## src/rtl/chain_router_pkg.sv

```systemverilog
package chain_router_pkg;

  localparam int unsigned ROUTE_TARGETS = 3;

  typedef enum logic [1:0] {
    TGT_MEM = 2'd0,
    TGT_REG = 2'd1,
    TGT_DN  = 2'd2,
    TGT_ERR = 2'd3
  } tgt_e;

  typedef enum logic [1:0] {
    PH_COLLECT = 2'd0,
    PH_ISSUE   = 2'd1,
    PH_WAIT    = 2'd2,
    PH_REPLY   = 2'd3
  } phase_e;

  localparam logic [1:0] RESP_SLVERR = 2'b10;

endpackage

```

## src/rtl/chain_route_decode.sv

```systemverilog
module chain_route_decode
  import chain_router_pkg::*;
#(
  parameter int unsigned ID_W      = 3,
  parameter int unsigned OFFS_W    = 21,
  parameter int unsigned REG_BASE  = 32'h1F0000,
  parameter int unsigned BANK_LSB  = 17,
  parameter int unsigned NUM_BANKS = 15,
  localparam int unsigned ADDR_W   = ID_W + OFFS_W,
  localparam int unsigned BANK_W   = OFFS_W - BANK_LSB
) (
  input  logic [ADDR_W-1:0] req_addr,
  input  logic [ID_W-1:0]   die_id,
  output tgt_e              route,
  output logic [ADDR_W-1:0] out_addr
);

  logic [OFFS_W-1:0] offs;
  logic [BANK_W-1:0] bank;
  logic              hit;

  assign offs = req_addr[OFFS_W-1:0];
  assign bank = offs[OFFS_W-1:BANK_LSB];
  assign hit  = (req_addr[ADDR_W-1:OFFS_W] == die_id);

  always_comb begin
    out_addr = req_addr;
    route    = TGT_DN;
    if (hit) begin
      out_addr = {{ID_W{1'b0}}, offs};
      if (offs >= OFFS_W'(REG_BASE)) begin
        route = TGT_REG;
      end else if (32'(bank) >= NUM_BANKS) begin
        route = TGT_ERR;
      end else begin
        route = TGT_MEM;
      end
    end
  end

endmodule

```

## src/rtl/chain_wr_path.sv

```systemverilog
module chain_wr_path
  import chain_router_pkg::*;
#(
  parameter int unsigned ADDR_W    = 24,
  parameter int unsigned OFFS_W    = 21,
  parameter int unsigned DATA_W    = 32,
  parameter int unsigned BANK_LSB  = 17,
  parameter int unsigned NUM_BANKS = 15,
  parameter int unsigned NT        = 3,
  localparam int unsigned STRB_W   = DATA_W / 8
) (
  input  logic                  clk,
  input  logic                  rst_n,
  input  logic                  aw_valid,
  output logic                  aw_ready,
  input  tgt_e                  aw_route,
  input  logic [ADDR_W-1:0]     aw_addr,
  input  logic                  w_valid,
  output logic                  w_ready,
  input  logic [DATA_W-1:0]     w_data,
  input  logic [STRB_W-1:0]     w_strb,
  output logic                  b_valid,
  input  logic                  b_ready,
  output logic [1:0]            b_resp,
  output logic [NT-1:0]         t_valid,
  input  logic [NT-1:0]         t_ready,
  output logic [ADDR_W-1:0]     t_addr,
  output logic [DATA_W-1:0]     t_data,
  output logic [STRB_W-1:0]     t_strb,
  input  logic [NT-1:0]         tb_valid,
  output logic [NT-1:0]         tb_ready,
  input  logic [NT-1:0][1:0]    tb_resp
);

  phase_e             ph;
  tgt_e               tgt_q;
  logic               aw_held, w_held;
  logic [ADDR_W-1:0]  addr_q;
  logic [DATA_W-1:0]  data_q;
  logic [STRB_W-1:0]  strb_q;
  logic [1:0]         resp_q;
  logic               aw_fire, w_fire, aw_have, w_have;
  logic               sel_ready, sel_bvalid;
  logic [1:0]         sel_bresp;
  tgt_e               next_tgt;

  assign aw_ready = (ph == PH_COLLECT) && !aw_held;
  assign w_ready  = (ph == PH_COLLECT) && !w_held;
  assign aw_fire  = aw_valid && aw_ready;
  assign w_fire   = w_valid && w_ready;
  assign aw_have  = aw_held || aw_fire;
  assign w_have   = w_held || w_fire;
  assign next_tgt = aw_fire ? aw_route : tgt_q;

  for (genvar i = 0; i < NT; i++) begin : g_tgt
    assign t_valid[i]  = (ph == PH_ISSUE) && (tgt_q == tgt_e'(i));
    assign tb_ready[i] = (ph == PH_WAIT)  && (tgt_q == tgt_e'(i));
  end

  always_comb begin
    sel_ready  = 1'b0;
    sel_bvalid = 1'b0;
    sel_bresp  = '0;
    for (int i = 0; i < NT; i++) begin
      if (tgt_q == tgt_e'(i)) begin
        sel_ready  = t_ready[i];
        sel_bvalid = tb_valid[i];
        sel_bresp  = tb_resp[i];
      end
    end
  end

  always_ff @(posedge clk or negedge rst_n) begin
    if (!rst_n) begin
      ph      <= PH_COLLECT;
      tgt_q   <= TGT_MEM;
      aw_held <= 1'b0;
      w_held  <= 1'b0;
      addr_q  <= '0;
      data_q  <= '0;
      strb_q  <= '0;
      resp_q  <= '0;
    end else begin
      unique case (ph)
        PH_COLLECT: begin
          if (aw_fire) begin
            aw_held <= 1'b1;
            addr_q  <= aw_addr;
            tgt_q   <= aw_route;
          end
          if (w_fire) begin
            w_held <= 1'b1;
            data_q <= w_data;
            strb_q <= w_strb;
          end
          if (aw_have && w_have) begin
            if (next_tgt == TGT_ERR) begin
              resp_q <= RESP_SLVERR;
              ph     <= PH_REPLY;
            end else begin
              ph <= PH_ISSUE;
            end
          end
        end
        PH_ISSUE: if (sel_ready) ph <= PH_WAIT;
        PH_WAIT: begin
          if (sel_bvalid) begin
            resp_q <= sel_bresp;
            ph     <= PH_REPLY;
          end
        end
        PH_REPLY: begin
          if (b_ready) begin
            ph      <= PH_COLLECT;
            aw_held <= 1'b0;
            w_held  <= 1'b0;
          end
        end
        default: ph <= PH_COLLECT;
      endcase
    end
  end

  assign b_valid = (ph == PH_REPLY);
  assign b_resp  = resp_q;
  assign t_addr  = addr_q;
  assign t_data  = data_q;
  assign t_strb  = strb_q;

  // a write request held by a target keeps its valid and payload
  p_wr_hold_r9: assert property (@(posedge clk) disable iff (!rst_n)
    (|(t_valid & ~t_ready)) |=> (t_valid == $past(t_valid)) && $stable(t_addr)
                                && $stable(t_data) && $stable(t_strb));

  // a write response waits upstream with a stable code
  p_b_hold_r9: assert property (@(posedge clk) disable iff (!rst_n)
    (b_valid && !b_ready) |=> b_valid && $stable(b_resp));

  // local write targets see the die number cleared
  p_wr_local_r1: assert property (@(posedge clk) disable iff (!rst_n)
    (|t_valid[1:0]) |-> (t_addr[ADDR_W-1:OFFS_W] == '0));

  // the memory port never sees a missing bank
  p_wr_bank_r5: assert property (@(posedge clk) disable iff (!rst_n)
    t_valid[0] |-> (32'(t_addr[OFFS_W-1:BANK_LSB]) < NUM_BANKS));

  // no new write accepted while one is with a target
  p_wr_busy_r7: assert property (@(posedge clk) disable iff (!rst_n)
    (|t_valid) |-> !aw_ready && !w_ready);

endmodule

```

## src/rtl/chain_rd_path.sv

```systemverilog
module chain_rd_path
  import chain_router_pkg::*;
#(
  parameter int unsigned ADDR_W    = 24,
  parameter int unsigned OFFS_W    = 21,
  parameter int unsigned DATA_W    = 32,
  parameter int unsigned BANK_LSB  = 17,
  parameter int unsigned NUM_BANKS = 15,
  parameter int unsigned NT        = 3
) (
  input  logic                      clk,
  input  logic                      rst_n,
  input  logic                      ar_valid,
  output logic                      ar_ready,
  input  tgt_e                      ar_route,
  input  logic [ADDR_W-1:0]         ar_addr,
  output logic                      r_valid,
  input  logic                      r_ready,
  output logic [DATA_W-1:0]         r_data,
  output logic [1:0]                r_resp,
  output logic [NT-1:0]             t_valid,
  input  logic [NT-1:0]             t_ready,
  output logic [ADDR_W-1:0]         t_addr,
  input  logic [NT-1:0]             tr_valid,
  output logic [NT-1:0]             tr_ready,
  input  logic [NT-1:0][DATA_W-1:0] tr_data,
  input  logic [NT-1:0][1:0]        tr_resp
);

  phase_e            ph;
  tgt_e              tgt_q;
  logic [ADDR_W-1:0] addr_q;
  logic [DATA_W-1:0] data_q;
  logic [1:0]        resp_q;
  logic              ar_fire;
  logic              sel_ready, sel_rvalid;
  logic [DATA_W-1:0] sel_rdata;
  logic [1:0]        sel_rresp;

  assign ar_ready = (ph == PH_COLLECT);
  assign ar_fire  = ar_valid && ar_ready;

  for (genvar i = 0; i < NT; i++) begin : g_tgt
    assign t_valid[i]  = (ph == PH_ISSUE) && (tgt_q == tgt_e'(i));
    assign tr_ready[i] = (ph == PH_WAIT)  && (tgt_q == tgt_e'(i));
  end

  always_comb begin
    sel_ready  = 1'b0;
    sel_rvalid = 1'b0;
    sel_rdata  = '0;
    sel_rresp  = '0;
    for (int i = 0; i < NT; i++) begin
      if (tgt_q == tgt_e'(i)) begin
        sel_ready  = t_ready[i];
        sel_rvalid = tr_valid[i];
        sel_rdata  = tr_data[i];
        sel_rresp  = tr_resp[i];
      end
    end
  end

  always_ff @(posedge clk or negedge rst_n) begin
    if (!rst_n) begin
      ph     <= PH_COLLECT;
      tgt_q  <= TGT_MEM;
      addr_q <= '0;
      data_q <= '0;
      resp_q <= '0;
    end else begin
      unique case (ph)
        PH_COLLECT: begin
          if (ar_fire) begin
            addr_q <= ar_addr;
            tgt_q  <= ar_route;
            if (ar_route == TGT_ERR) begin
              data_q <= '0;
              resp_q <= RESP_SLVERR;
              ph     <= PH_REPLY;
            end else begin
              ph <= PH_ISSUE;
            end
          end
        end
        PH_ISSUE: if (sel_ready) ph <= PH_WAIT;
        PH_WAIT: begin
          if (sel_rvalid) begin
            data_q <= sel_rdata;
            resp_q <= sel_rresp;
            ph     <= PH_REPLY;
          end
        end
        PH_REPLY: if (r_ready) ph <= PH_COLLECT;
        default: ph <= PH_COLLECT;
      endcase
    end
  end

  assign r_valid = (ph == PH_REPLY);
  assign r_data  = data_q;
  assign r_resp  = resp_q;
  assign t_addr  = addr_q;

  // a read request held by a target keeps its valid and address
  p_rd_hold_r9: assert property (@(posedge clk) disable iff (!rst_n)
    (|(t_valid & ~t_ready)) |=> (t_valid == $past(t_valid)) && $stable(t_addr));

  // read data waits upstream unchanged
  p_r_hold_r9: assert property (@(posedge clk) disable iff (!rst_n)
    (r_valid && !r_ready) |=> r_valid && $stable(r_data) && $stable(r_resp));

  // local read targets see the die number cleared
  p_rd_local_r1: assert property (@(posedge clk) disable iff (!rst_n)
    (|t_valid[1:0]) |-> (t_addr[ADDR_W-1:OFFS_W] == '0));

  // the memory port never sees a missing bank
  p_rd_bank_r5: assert property (@(posedge clk) disable iff (!rst_n)
    t_valid[0] |-> (32'(t_addr[OFFS_W-1:BANK_LSB]) < NUM_BANKS));

  // no new read accepted until the current one is answered
  p_rd_busy_r7: assert property (@(posedge clk) disable iff (!rst_n)
    ((|t_valid) || r_valid) |-> !ar_ready);

  // one target at a time on the read side
  p_rd_onehot_r9: assert property (@(posedge clk) disable iff (!rst_n)
    $onehot0(tr_ready | t_valid));

endmodule

```

## src/rtl/chain_addr_router.sv

```systemverilog
module chain_addr_router
  import chain_router_pkg::*;
#(
  parameter int unsigned ID_W      = 3,
  parameter int unsigned OFFS_W    = 21,
  parameter int unsigned DATA_W    = 32,
  parameter int unsigned REG_BASE  = 32'h1F0000,
  parameter int unsigned BANK_LSB  = 17,
  parameter int unsigned NUM_BANKS = 15,
  localparam int unsigned ADDR_W   = ID_W + OFFS_W,
  localparam int unsigned STRB_W   = DATA_W / 8,
  localparam int unsigned NT       = ROUTE_TARGETS
) (
  input  logic                      clk,
  input  logic                      rst_n,
  input  logic [ID_W-1:0]           chip_id,
  input  logic                      up_aw_valid,
  output logic                      up_aw_ready,
  input  logic [ADDR_W-1:0]         up_aw_addr,
  input  logic                      up_w_valid,
  output logic                      up_w_ready,
  input  logic [DATA_W-1:0]         up_w_data,
  input  logic [STRB_W-1:0]         up_w_strb,
  output logic                      up_b_valid,
  input  logic                      up_b_ready,
  output logic [1:0]                up_b_resp,
  input  logic                      up_ar_valid,
  output logic                      up_ar_ready,
  input  logic [ADDR_W-1:0]         up_ar_addr,
  output logic                      up_r_valid,
  input  logic                      up_r_ready,
  output logic [DATA_W-1:0]         up_r_data,
  output logic [1:0]                up_r_resp,
  output logic [NT-1:0]             tgt_wr_valid,
  input  logic [NT-1:0]             tgt_wr_ready,
  output logic [ADDR_W-1:0]         tgt_wr_addr,
  output logic [DATA_W-1:0]         tgt_wr_data,
  output logic [STRB_W-1:0]         tgt_wr_strb,
  input  logic [NT-1:0]             tgt_b_valid,
  output logic [NT-1:0]             tgt_b_ready,
  input  logic [NT-1:0][1:0]        tgt_b_resp,
  output logic [NT-1:0]             tgt_rd_valid,
  input  logic [NT-1:0]             tgt_rd_ready,
  output logic [ADDR_W-1:0]         tgt_rd_addr,
  input  logic [NT-1:0]             tgt_r_valid,
  output logic [NT-1:0]             tgt_r_ready,
  input  logic [NT-1:0][DATA_W-1:0] tgt_r_data,
  input  logic [NT-1:0][1:0]        tgt_r_resp
);

  tgt_e              aw_route, ar_route;
  logic [ADDR_W-1:0] aw_local, ar_local;

  chain_route_decode #(
    .ID_W(ID_W), .OFFS_W(OFFS_W), .REG_BASE(REG_BASE),
    .BANK_LSB(BANK_LSB), .NUM_BANKS(NUM_BANKS)
  ) u_aw_dec (
    .req_addr(up_aw_addr), .die_id(chip_id),
    .route(aw_route), .out_addr(aw_local)
  );

  chain_route_decode #(
    .ID_W(ID_W), .OFFS_W(OFFS_W), .REG_BASE(REG_BASE),
    .BANK_LSB(BANK_LSB), .NUM_BANKS(NUM_BANKS)
  ) u_ar_dec (
    .req_addr(up_ar_addr), .die_id(chip_id),
    .route(ar_route), .out_addr(ar_local)
  );

  chain_wr_path #(
    .ADDR_W(ADDR_W), .OFFS_W(OFFS_W), .DATA_W(DATA_W),
    .BANK_LSB(BANK_LSB), .NUM_BANKS(NUM_BANKS), .NT(NT)
  ) u_wr (
    .clk(clk), .rst_n(rst_n),
    .aw_valid(up_aw_valid), .aw_ready(up_aw_ready),
    .aw_route(aw_route), .aw_addr(aw_local),
    .w_valid(up_w_valid), .w_ready(up_w_ready),
    .w_data(up_w_data), .w_strb(up_w_strb),
    .b_valid(up_b_valid), .b_ready(up_b_ready), .b_resp(up_b_resp),
    .t_valid(tgt_wr_valid), .t_ready(tgt_wr_ready),
    .t_addr(tgt_wr_addr), .t_data(tgt_wr_data), .t_strb(tgt_wr_strb),
    .tb_valid(tgt_b_valid), .tb_ready(tgt_b_ready), .tb_resp(tgt_b_resp)
  );

  chain_rd_path #(
    .ADDR_W(ADDR_W), .OFFS_W(OFFS_W), .DATA_W(DATA_W),
    .BANK_LSB(BANK_LSB), .NUM_BANKS(NUM_BANKS), .NT(NT)
  ) u_rd (
    .clk(clk), .rst_n(rst_n),
    .ar_valid(up_ar_valid), .ar_ready(up_ar_ready),
    .ar_route(ar_route), .ar_addr(ar_local),
    .r_valid(up_r_valid), .r_ready(up_r_ready),
    .r_data(up_r_data), .r_resp(up_r_resp),
    .t_valid(tgt_rd_valid), .t_ready(tgt_rd_ready), .t_addr(tgt_rd_addr),
    .tr_valid(tgt_r_valid), .tr_ready(tgt_r_ready),
    .tr_data(tgt_r_data), .tr_resp(tgt_r_resp)
  );

  // a forwarded request keeps a die number other than this one
  p_dn_id_r2: assert property (@(posedge clk) disable iff (!rst_n)
    tgt_wr_valid[2] |-> (tgt_wr_addr[ADDR_W-1:OFFS_W] != chip_id));

  // nothing is issued on the write side while a response is waiting upstream
  p_wr_reply_idle_r6: assert property (@(posedge clk) disable iff (!rst_n)
    up_b_valid |-> (tgt_wr_valid == '0) && (tgt_b_ready == '0));

endmodule

```

## config.mk

```make
export PLATFORM = sky130hd
export DESIGN_NAME = chain_addr_router
export DESIGN_NICKNAME = d
export VERILOG_FILES = /design/src/rtl/chain_router_pkg.sv /design/src/rtl/chain_route_decode.sv /design/src/rtl/chain_wr_path.sv /design/src/rtl/chain_rd_path.sv /design/src/rtl/chain_addr_router.sv
export SDC_FILE = /design/constraint.sdc
export NUM_CORES = 1
export LEC_CHECK = 0
export BUFFER_PORTS_ARGS = -buffer_cell sky130_fd_sc_hd__buf_4
export CORE_AREA = 5 5 134 136
export CTS_BUF_LIST = sky130_fd_sc_hd__clkbuf_4
export DETAILED_ROUTE_END_ITERATION = 10
export DIE_AREA = 0 0 139 141
export HOLD_SLACK_MARGIN = 0.02
export PLACE_DENSITY_LB_ADDON = 0.15
export SYNTH_ARGS = -nofsm -noshare
export SYNTH_HDL_FRONTEND = slang
export SYNTH_HIERARCHICAL = 1
export SYNTH_SLANG_ARGS = --single-unit
```

## constraint.sdc

```tcl
create_clock -name clk -period 2.2 [get_ports clk]
set_input_delay 0.66 -clock clk [delete_from_list [all_inputs] [get_ports clk]]
set_output_delay 0.66 -clock clk [all_outputs]
set_load 0.02 [all_outputs]
```

# Word-level counts from Yosys, hierarchy flattened
# Index checks and enable logic that the tools add are counted.
# op_classes
n_lt_le_gt_ge	4
eq_ne	26
muxes	59
n_reduce_logical	38
# ops
cell	count
two-way mux 32 bit	6
case mux 32 bit (2 select lines)	1
two-way mux 2 bit	29
two-way mux 24 bit	2
greater-or-equal comparator 21 bit (second input constant)	2
logical AND 1 bit	18
equality test 2 bit (second input constant)	8
inequality test 2 x 1 -> 1 bit (second input constant)	8
case mux 2 bit (4 select lines)	2
AND reduction 4 bit	4
two-way mux 1 bit	15
equality test 2 x 1 -> 1 bit (second input constant)	4
greater-or-equal comparator 4 bit (second input constant)	2
logical NOT 2 bit	4
inequality test 2 bit (second input constant)	4
case mux 2 bit (2 select lines)	2
equality test 3 bit	2
AND reduction 2 bit	3
AND reduction 3 bit	2
nonzero test 2 bit	3
case mux 1 bit (2 select lines)	2
logical NOT 1 bit	2
logical OR 1 bit	2
# totals
ff_bits	130
word_cells	140

# Longest topological paths before layout
# Gate-level depths: netlist of the first run.
# depth
ltp_word	9
mapped_depth	8
depth_no_buf	6

# Cells and area by module
# Netlist of the first run, hierarchy kept.
# by_module_without_submodules
mod	n_inst	cells_each	area_each_um2	seq_area_each_um2
chain_rd_path	1	347	3549.7	1551.5
chain_wr_path	1	195	2916.5	1701.6
chain_route_decode	2	31	246.5	0.0

# Worst setup path before layout of the first run
# No wires, ideal clock.
# synth_timing
path_type	input -> register
start	in chip_id[0]
end	reg u_rd.resp_q[1], in the netlist u_rd/r_resp[1]
setup_ns	0.128
arrival_time_ns	2.069
required_ns	2.072
setup_slack_ns	0.004
stages	5
path_buffers	0
path_cell_list	xor2_1 -> nor4b_1 -> nand3_1 -> a21oi_4 -> mux2_1
# synth_via
elab_chain_len	5
# synth_lines
item	line	text
start, declared	chain_addr_router.sv:16	input logic [ID_W-1:0] chip_id,
equality test 3 bit	chain_route_decode.sv:24	assign hit = (req_addr[ADDR_W-1:OFFS_W] == die_id);
two-way mux 2 bit	chain_route_decode.sv:29	if (hit) begin
via ar_route[0]	chain_addr_router.sv:51	tgt_e aw_route, ar_route;
equality test 2 bit	chain_rd_path.sv:76	if (ar_route == TGT_ERR) begin
inequality test 2 bit (no source line)	-	
AND reduction 4 bit (no source line)	-	
end signal, assigned	chain_rd_path.sv:89	resp_q <= sel_rresp;
end, declared	chain_rd_path.sv:34	logic [1:0] resp_q;
# The timed path passes the listed nets, and every way through them passes these cells.
# A chain may end at the register's enable or synchronous reset.

# Worst setup path after layout of the first run
# layout_timing
start	reg u_rd.ph[1]
end	out tgt_rd_valid[0]
# layout_via
elab_chain_len	2
# layout_lines
item	line	text
start, declared	chain_rd_path.sv:30	phase_e ph;
start signal, assigned	chain_rd_path.sv:65	ph <= PH_COLLECT;
start signal, assigned	chain_rd_path.sv:79	ph <= PH_REPLY;
start signal, assigned	chain_rd_path.sv:81	ph <= PH_ISSUE;
equality test 2 x 1 -> 1 bit	chain_rd_path.sv:44	assign t_valid[i] = (ph == PH_ISSUE) && (tgt_q == tgt_e'(i));
logical AND 1 bit	chain_rd_path.sv:44	
end, declared	chain_addr_router.sv:42	output logic [NT-1:0] tgt_rd_valid,
# No other way between the ends.

==> out/summary.txt, run 1 <==
Status: finished with violations
Violated checks: negative setup slack
Clock Tree Buf Depth: 2
Area Growth Syn to Fin: 48.8%
Critical path peak fanout: 4
Period utilisation layout: 103%
Hold Path Stages: 2
Die H: 141 um
WL final: 21300 um
Endpoints failing hold: 0
Crit-path cells: inv_2, ha_4, nor3b_4, buf_6
CP endpoint kind: output port
Slew Limit Fails: 0
Number of remaining DRC errors: 0
#FFs+latches synth: 130
Tmin final: 2.26 ns
Remaining global-route overflow: 0
Clk_lat worst skew: 0.53 ns
Clk sinks: 130
Critical Path Slowest Stage Cell: dfrtp_1
Post-Synthesis Cells: 604
Hold Crit Start: up_aw_addr[1]
WL/cell: 17.8 um
CTS Buf Count: 17
Vias: 5744
Final nets: 1181
Pwr Density: 1330 nW/um^2
Setup CP Type: flip-flop to output port
Pre-antenna DRT Iters: 4
Pleak: 4.89 nW
Die width: 139 um
Vias in the first global route: 6223
Reg2reg path depth: 7
Num ports: 351
Worst path bufs/invs: 2
Core footprint: 16800 sq um
Fillcell total: 1384
Worst slew pin tran: 0.543 ns
Max Clk Rate: 443 MHz
Fin area: 10400 sq um
Hold Path Sink: u_wr/t_addr[1]
Synth Area per Inst: 11.5 sq um
Multi-input gate area: 3180 sq um
Netlist cell types: 44
Largest net degree at the start of global routing: 55
Synthesized area: 6960 sq um
First-pass GRT wire length: 33200 um
Share of cells above drive strength 1: 58.4%
Seq/Total Area, Yosys: 46.7%
Routed vias/inst: 4.81
Setup crit start kind: flip-flop
Port bufs: 350
Slew margin rel.: 63.3%
ANT nets after route: 0
Dpl hpwl: 16600 um
Iteration-0 DRC Markers: 266
Peak supply drop: 0.678 mV
Core Rows: 48
Worst min path class: input port to flip-flop
R2R Path Start: u_rd/ph[1]
Non-Filler Instances: 1194
Post-DP Area: 9640 sq um
CTS clk-pin slew, worst paths: 0.13 ns
Syn. warnings: 6
Max Clock Skew: 0.0218 ns
Total global-route track usage: 21.2%
# setup viols final: 7
Initial antenna violation count: 1
Syn nets: 828
Die area: 19600 sq um
WHS: 0.351 ns
Crit-path leading delay family: flip-flops
RSZ-0062 raised after global routing: true
Root buffer cell: clkbuf_4
Final WS setup: -0.0581 ns
FF+latch area: 3260 sq um
Overall power: 13.8 mW
Maxcap violations: 0
Placed cell count: 1137
H-tree levels: 4
Flop2flop setup slack: 0.28 ns
TritonCTS clock tree: done
Critical Path AT: 1.60 ns
GP Congestion: 0.921
Fin Setup TNS: -0.234 ns
Worst endpoint required time: 1.54 ns
Critical Path Max Stage Delay: 0.42 ns
Initial core utilization: 41.4%
Critical register-to-register path endpoint: u_rd/ph[1]
placed cells by master (no fill, tap or decap), types with 3 or more instances in the layout:
cell type   Yosys  final
o211ai_1        4      4
ha_4            0      6
buf_4          48    379
buf_12          0      6
buf_6           5     20
o21ai_0        34     34
inv_1          43     38
nor2_1         39     38
o31a_2          6      6
xor2_1          6      6
dfrtp_1       130    127
and2_4          0      4
nor2b_1         6      5
mux2_2         87     87
and2_1         37     33
inv_2           0      4
mux2i_1        79     79
nand2_1         8      8
dfrtp_2         0      3
a21oi_1         4      4
mux2_4          3      3
nand3b_1        3      3
clkbuf_4        0     18
clkinvlp_4      0      6
routing by layer:
metal	wire length, um	global-route usage (%)	part of all wire (%)
met5	0	0	0
met4	476	7.26	2.2
met3	1700	6.99	8.0
met2	11300	39.0	53
met1	7830	22.8	37
worst max-delay path by stage:
| stage | from | end | slack (ns) | cells past startpoint |
|---|---|---|---|---|
| 5_1_grt | u_rd/ph[1] | tgt_rd_valid[0] | -0.15 | 4 |
| 6_report | u_rd/ph[1] | tgt_rd_valid[0] | -0.06 | 4 |
| 2_1_floorplan | chip_id[0] | u_rd/r_resp[1] | 0.004 | 5 |
| 3_3_place_gp | chip_id[0] | u_rd/r_data[21] | -0.32 | 7 |
| 3_5_place_dp | chip_id[0] | u_rd/r_data[14] | -0.37 | 7 |
| 4_1_cts | u_wr/ph[0] | tgt_wr_valid[2] | -0.09 | 4 |
synthesized netlist by cell type:
master	instances	share of area, %
o211ai_2	1	0.18
buf_6	5	0.81
ha_1	10	1.8
o2111ai_2	1	0.22
a311oi_1	1	0.13
nor3b_1	3	0.32
and2_0	1	0.090
buf_1	3	0.16
and3b_1	2	0.25
a31oi_1	1	0.090
o211ai_1	4	0.43
mux2_1	1	0.16
o21ai_0	34	2.4
and3_1	2	0.18
buf_4	48	5.2
o31a_2	6	0.86
buf_2	6	0.43
nor2b_1	6	0.54
nand2_1	8	0.43
nor4b_1	2	0.25
mux2_2	87	14
dfrtp_1	130	47
xor2_1	6	0.76
o22ai_1	2	0.18
clkbuf_1	8	0.43
a21oi_1	4	0.29
nand3b_1	3	0.32
nand2_4	1	0.16
mux2i_1	79	11
o2111ai_1	1	0.13
a2111o_1	2	0.32
and2b_2	1	0.13
nand3_1	2	0.14
a21oi_4	1	0.23
and4_1	2	0.25
nand4b_1	1	0.13
clkbuf_8	2	0.40
nor2_1	39	2.1
nand2b_1	3	0.27
inv_1	43	2.3
o221ai_2	1	0.22
mux2_4	3	0.65
and2b_1	1	0.11
and2_1	37	3.3
worst reg2reg max path, delay by kind of cell (launching register included):
family,cells,cell delay [ns]
simple gates,1,0.09
fa+ha+maj,1,0.17
flops,1,0.42
buf+inv,2,0.30
compound gates,2,0.60
mux,1,0.26
cell type report:
type	count	share of cell area, %
sequential	130	31.4
timing repair buffer	406	30.9
multi-input combinational	359	30.7
tap	225	2.72
inverter	43	1.58
clock inverter	12	1.32
clock buffer	18	1.30
antenna	1	0.0242
what timing repair did:
action / CTS / global route
endpoints found under the setup margin: 15 / 17
hold buffers: 1 / 0
buffers inserted: 18 / 7
hold endpoints to repair: 24 / 0
pin swaps: 5 / 6
gates resized for setup: 41 / 16
state kept, by name, indices dropped and copies added (netlist names), 4 cells and up:
register     count
u_rd/r_data     32
u_rd/t_addr     24
u_wr/t_strb      4
u_wr/t_addr     24
u_wr/t_data     32
cell families (layout without fill, tap and decap cells):
group	count (synthesis)	count (layout)	synth area share, %
AND/OR/NAND/NOR	114	114	9.01
XOR/XNOR	6	6	0.755
buffers and inverters	115	479	9.73
AO/OA/AOI/OAI	59	59	5.72
flip-flops	130	130	46.7
multiplexers	170	170	26.2
other	0	1	0
adder cells (fa/ha/maj)	10	10	1.80
power breakdown:
part	internal, mW	switching (mW)
clock network	0.676	0.929
logic	3.88	4.05
registers	3.57	0.693
metrics by stage:
| step | worst slack (ns) | util, % |
|---|---|---|
| 2_1_floorplan | 0.00373 | - |
| 3_3_place_gp | -0.316 | 57.4 |
| 3_5_place_dp | -0.366 | 57.4 |
| 4_1_cts | -0.0949 | 60.9 |
| 5_1_grt | -0.151 | 61.6 |
| 6_report | -0.0581 | 61.6 |
No activity file was read; power rests on OpenSTA's default activity.
==> inputs of run 2 (changes only) <==
- REMOVE_ABC_BUFFERS: unset -> 1
==> out/summary.txt, run 2 (synthesis gave the netlist of run 1 again) <==
Status: finished with violations
Violated checks: negative setup slack
Num ports: 351 (unchanged)
Clock Tree Buf Depth: 2 (unchanged)
Pre-antenna DRT Iters: 4 (unchanged)
Worst min path class: input port to flip-flop
Power share of the clock group: 10.9% (-0.7 points)
Total global-route track usage: 20.4% (-0.81 points)
Share of cells above drive strength 1: 57.5% (-0.85 points)
Comb pwr share: 57.8% (+0.3 points)
Max Clk Rate: 446 MHz (+0.61%)
CP endpoint kind: output port
Die H: 141 um (unchanged)
Vias in the first global route: 6235 (+0.19%)
Met2 wire len: 11100 um (-1.5%)
Iteration-0 DRC Markers: 146 (-45%)
Fillcell total: 1458 (+5.3%)
Die area: 19600 sq um (unchanged)
Tmin final: 2.24 ns (-0.0137 ns)
Largest net degree at the start of global routing: 41 (-25%)
Slew margin rel.: 66.3% (+2.9 points)
Pwr Density: 1320 nW/um^2 (-1.2%)
Port bufs: 350 (unchanged)
Core Rows: 48 (unchanged)
WHS: 0.348 ns (-0.00280 ns)
Met1 Wirelength: 7390 um (-5.6%)
Fin Setup TNS: -0.226 ns (+0.00773 ns)
Setup crit start kind: flip-flop
Critical path peak fanout: 4 (unchanged)
Final nets: 1176 (-0.42%)
Number of remaining DRC errors: 0 (unchanged)
Commonest non-fill, non-tap cell in the layout: buf_4
Initial core utilization: 41.4% (unchanged)
H-tree levels: 4 (unchanged)
Dpl hpwl: 16000 um (-3.9%)
ANT nets after route: 0 (unchanged)
Detail Route met3 WL: 1410 um (-17%)
Sequential share of power: 31.3% (+0.4 points)
Critical register-to-register path endpoint: u_rd/r_data[5]
Setup CP Type: flip-flop to output port
Max layer used: met4
Worst slew pin tran: 0.506 ns (-0.0368 ns)
CTS Buf Count: 17 (unchanged)
Vias: 5705 (-0.68%)
Worst slack at placement: -0.198 ns (+0.167 ns)
Endpoints failing hold: 0 (unchanged)
R2R Path Start: u_rd/tgt_q[0]
Remaining global-route overflow: 0 (unchanged)
Routed vias/inst: 4.78 (-0.60%)
Non-Filler Instances: 1193 (-0.084%)
Peak supply drop: 0.801 mV (+18%)
Sw Ratio: 41.1% (about the same)
Die width: 139 um (unchanged)
WL/cell: 17.1 um (-3.9%)
Root buffer cell: clkbuf_4
Final WS setup: -0.0444 ns (+0.0137 ns)
# setup viols final: 10 (+3)
Area Growth Syn to Fin: 48.0%
Layout Utilization: 61.3% (-0.33 points)
Critical Path AT: 1.58 ns (-0.02 ns)
Reg2reg path depth: 8 (+1)
Core footprint: 16800 sq um (unchanged)
Worst endpoint required time: 1.54 ns (about the same)
Slew Limit Fails: 0 (unchanged)
Initial antenna violation count: 1 (unchanged)
Maxcap violations: 0 (unchanged)
P_int: 7.99 mW (-1.6%)
First-pass GRT wire length: 32000 um (-3.4%)
TritonCTS clock tree: done
Clk sinks: 130 (unchanged)
Hold Path Stages: 2 (unchanged)
GP Congestion: 0.879 (-4.6%)
CTS clk-pin slew, worst paths: 0.12 ns (about the same)
Period utilisation layout: 102% (-0.62 points)
RSZ-0062 raised after global routing: true
WL final: 20400 um (-4.0%)
Pleak: 4.88 nW (-0.17%)
Flop2flop setup slack: 0.19 ns (-0.09 ns)
Hold Path Sink: u_wr/t_data[21]
Placed cell count: 1132 (-0.44%)
Clk_lat worst skew: 0.53 ns (about the same)
Max Clock Skew: 0.0196 ns (-0.00216 ns)
Sw power: 5.57 mW (-1.7%)
Hold Crit Start: up_w_data[21]
Most frequent cells in the layout: buf_4 (375), dfrtp_1 (127), mux2_2 (87), mux2i_1 (79), inv_1 (39)
==> run 2: metal layers <==
layer	vias up	track usage [%]
li1	2714	-
met1	2756	21.6
met2	201	37.7
met3	34	6.58
met4	0	7.67
met5	-	0
==> run 2: power by group through the flow <==
| stage | combinational [mW] | clock [mW] | sequential, mW |
|---|---|---|---|
| 3_3_place_gp | 7.24 | 0 | 4.23 |
| 6_report | 7.84 | 1.47 | 4.25 |
| 2_1_floorplan | 2.64 | 0 | 5.65 |
| 5_1_grt | 8.36 | 1.64 | 4.41 |
| 4_1_cts | 7.84 | 1.55 | 4.25 |
| 3_5_place_dp | 7.38 | 0 | 4.30 |
==> run 2: worst max-delay path by stage <==
stage / from / endpoint / slack, ns / cells past startpoint
global placement: chip_id[0] / u_rd/r_resp[1] / -0.20 / 7
CTS: u_rd/ph[0] / tgt_rd_valid[1] / -0.11 / 4
global route: u_rd/ph[1] / tgt_rd_valid[0] / -0.16 / 4
floorplan: u_rd/tgt_q[0] / u_rd/r_resp[1] / -1.05 / 4
detailed placement: chip_id[2] / u_rd/r_data[5] / -0.20 / 8
finish: u_rd/ph[0] / tgt_rd_valid[1] / -0.04 / 4
==> run 2: final cells by class <==
cell class | count | area (sq um) | area share (%)
sequential | 130 | 3260 | 31.6
timing repair buffer | 401 | 3190 | 30.9
multi-input combinational | 359 | 3160 | 30.6
tap | 225 | 282 | 2.73
inverter | 43 | 161 | 1.57
clock buffer | 18 | 135 | 1.31
clock inverter | 14 | 115 | 1.12
antenna | 3 | 7.51 | 0.0729
==> run 2: through the flow <==
stage / total power, mW / area (sq um)
6_report: 13.6 / 10300
4_1_cts: 13.6 / 10300
5_1_grt: 14.4 / 10300
3_3_place_gp: 11.5 / 9630
2_1_floorplan: 8.29 / 6440
3_5_place_dp: 11.7 / 9630
==> run 2: worst max-delay path, cell delays in order, from the launching register on <==
cell and delay, ns:
dfrtp_1 0.44, buf_6 0.14, ha_4 0.16, and3_1 0.18
buf_6 0.13
==> run 2: timing repair <==
action,4_1_cts,5_1_grt
setup buffers,20,5
pin swaps,5,5
gates resized for setup,45,2
hold endpoints to repair,26,0
hold buffers,1,0
endpoints found under the setup margin,15,15
==> inputs of run 3 (changes only) <==
- PLACE_DENSITY: unset -> 0.74
- PLACE_DENSITY_LB_ADDON: 0.15 -> unset
==> out/summary.txt, run 3 (synthesis gave the netlist of run 1 again) <==
Status: finished with violations
Violated checks: negative setup slack
Final nets: 1194 (+1.5%)
Crit-path leading delay family: flip-flops
Vias: 5784 (+1.4%)
Pre-antenna DRT Iters: 4 (unchanged)
Period utilisation layout: 100% (-1.9 points)
Setup CP Type: flip-flop to output port
Worst path bufs/invs: 2 (unchanged)
CTS Buf Count: 17 (unchanged)
Worst endpoint required time: 1.54 ns (about the same)
Share of cells above drive strength 1: 59.1% (+1.6 points)
Most frequent cells in the layout: buf_4 (390), dfrtp_1 (126), mux2_2 (87), mux2i_1 (79)
Pwr Density: 1360 nW/um^2 (+3.0%)
# setup viols final: 1 (-9)
Clk_lat worst skew: 0.53 ns (about the same)
Area Growth Syn to Fin: 52.0%
Critical path peak fanout: 5 (+1)
Commonest non-fill, non-tap cell in the layout: buf_4
Overall power: 14.4 mW (+5.8%)
Critical Path Slowest Stage Cell: dfrtp_1
Worst min path class: input port to flip-flop
Critical Path Max Stage Delay: 0.42 ns (-0.02 ns)
Total global-route track usage: 21.6% (+1.2 points)
Worst slew pin tran: 0.530 ns (+0.0241 ns)
Root buffer cell: clkbuf_4
WL final: 22200 um (+8.7%)
Max Clk Rate: 454 MHz (+1.9%)
WHS: 0.351 ns (+0.00242 ns)
Multi-input gate area: 3170 sq um (+0.44%)
Peak supply drop: 0.890 mV (+11%)
Routed vias/inst: 4.78 (about the same)
ANT nets after route: 0 (unchanged)
Layout Utilization: 62.9% (+1.7 points)
Core footprint: 16800 sq um (unchanged)
Num ports: 351 (unchanged)
Clock Tree Buf Depth: 2 (unchanged)
Pleak: 5.05 nW (+3.5%)
Port bufs: 350 (unchanged)
Die H: 141 um (unchanged)
CP endpoint kind: output port
CTS clk-pin slew, worst paths: 0.13 ns (about the same)
Setup crit start kind: flip-flop
Iteration-0 DRC Markers: 236 (+62%)
TritonCTS clock tree: done
Slew margin rel.: 64.4% (-1.8 points)
Clk sinks: 130 (unchanged)
WL/cell: 18.4 um (+7.3%)
Maxcap violations: 0 (unchanged)
Remaining global-route overflow: 0 (unchanged)
RSZ-0062 raised after global routing: true
First-pass GRT wire length: 33100 um (+3.4%)
GP Congestion: 0.920 (+4.8%)
Initial core utilization: 41.4% (unchanged)
Die width: 139 um (unchanged)
Slew Limit Fails: 0 (unchanged)
Fillcell total: 1369 (-6.1%)
Number of remaining DRC errors: 0 (unchanged)
Max Clock Skew: 0.0205 ns (+0.000901 ns)
Tmin final: 2.20 ns (-0.0420 ns)
Initial antenna violation count: 1 (unchanged)
Die area: 19600 sq um (unchanged)
H-tree levels: 4 (unchanged)
Final WS setup: -0.00241 ns (+0.0420 ns)
Core Rows: 48 (unchanged)
Vias in the first global route: 6074 (-2.6%)
Critical Path AT: 1.54 ns (-0.04 ns)
Crit-path cells: buf_6, ha_4, nor3b_2, buf_4
Dpl hpwl: 16700 um (+4.2%)
FF+latch area: 3260 sq um (about the same)
Endpoints failing hold: 0 (unchanged)
Largest net degree at the start of global routing: 48 (+17%)
Worst slack at placement: -0.256 ns (-0.0576 ns)
[run 3: cell count changes in the layout (fill, tap and decap cells not counted), moves of 3 or more]
cell,delta
buf_4,+15
clkinv_2,-4
inv_6,+3
inv_8,+3
[run 3: per-layer routing]
layer	GRT usage (%)	vias up	wire [um]
met3	6.51	27	1150
met4	6.18	0	430
li1	-	2747	-
met2	37.3	176	11600
met5	0	-	0
met1	26.2	2834	9070
[run 3: cell type report]
| class | count | share of cell area [%] |
|---|---|---|
| Sequential cell | 130 | 30.8 |
| Antenna cell | 1 | 0.0236 |
| Clock inverter | 15 | 1.86 |
| Inverter | 43 | 1.53 |
| Clock buffer | 17 | 1.21 |
| Multi-Input combinational cell | 359 | 30.0 |
| Timing Repair Buffer | 419 | 32.0 |
| Tap cell | 225 | 2.66 |
[run 3: repair_timing]
item	4_1_cts	5_1_grt
endpoints found under the setup margin	15	17
resized for setup	45	13
hold buffers	1	0
cloned	2	2
pin swaps	7	5
buffers inserted	22	7
hold endpoints to repair	22	0
[run 3: path summary, 6_finish.rpt]
path / start / to / slack, ns / cells after the start
setup / recovery: u_rd/ph[0] / tgt_rd_valid[0] / -0.002 / 4
hold / removal: up_aw_addr[7] / u_wr/t_addr[7] / 0.35 / 2
setup reg to reg: u_wr/ph[1] / u_wr/t_data[4] / 0.23 / 8
hold reg to reg: u_rd/r_resp[1] / u_rd/r_resp[1] / 0.52 / 1
max in group asynchronous: rst_n / u_rd/r_data[13] / 1.02 / 3
min in group asynchronous: rst_n / u_wr/t_strb[2] / 0.60 / 2
[run 3: power by group]
group / internal, mW / switching, mW
clock network: 0.826 / 1.01
logic: 4.11 / 4.15
registers: 3.57 / 0.694
total: 8.50 / 5.85
[run 3: stage by stage]
| stage | cell area, sq um | setup TNS, ns | instances |
|---|---|---|---|
| 2_1_floorplan | 6440 | -33.93 | 532 |
| 3_3_place_gp | 9690 | -5.42 | 1142 |
| 3_5_place_dp | 9690 | -7.04 | 1142 |
| 4_1_cts | 10400 | -0.531 | 1199 |
| 5_1_grt | 10600 | -1.42 | 1209 |
| 6_report | 10600 | -0.00241 | 1209 |
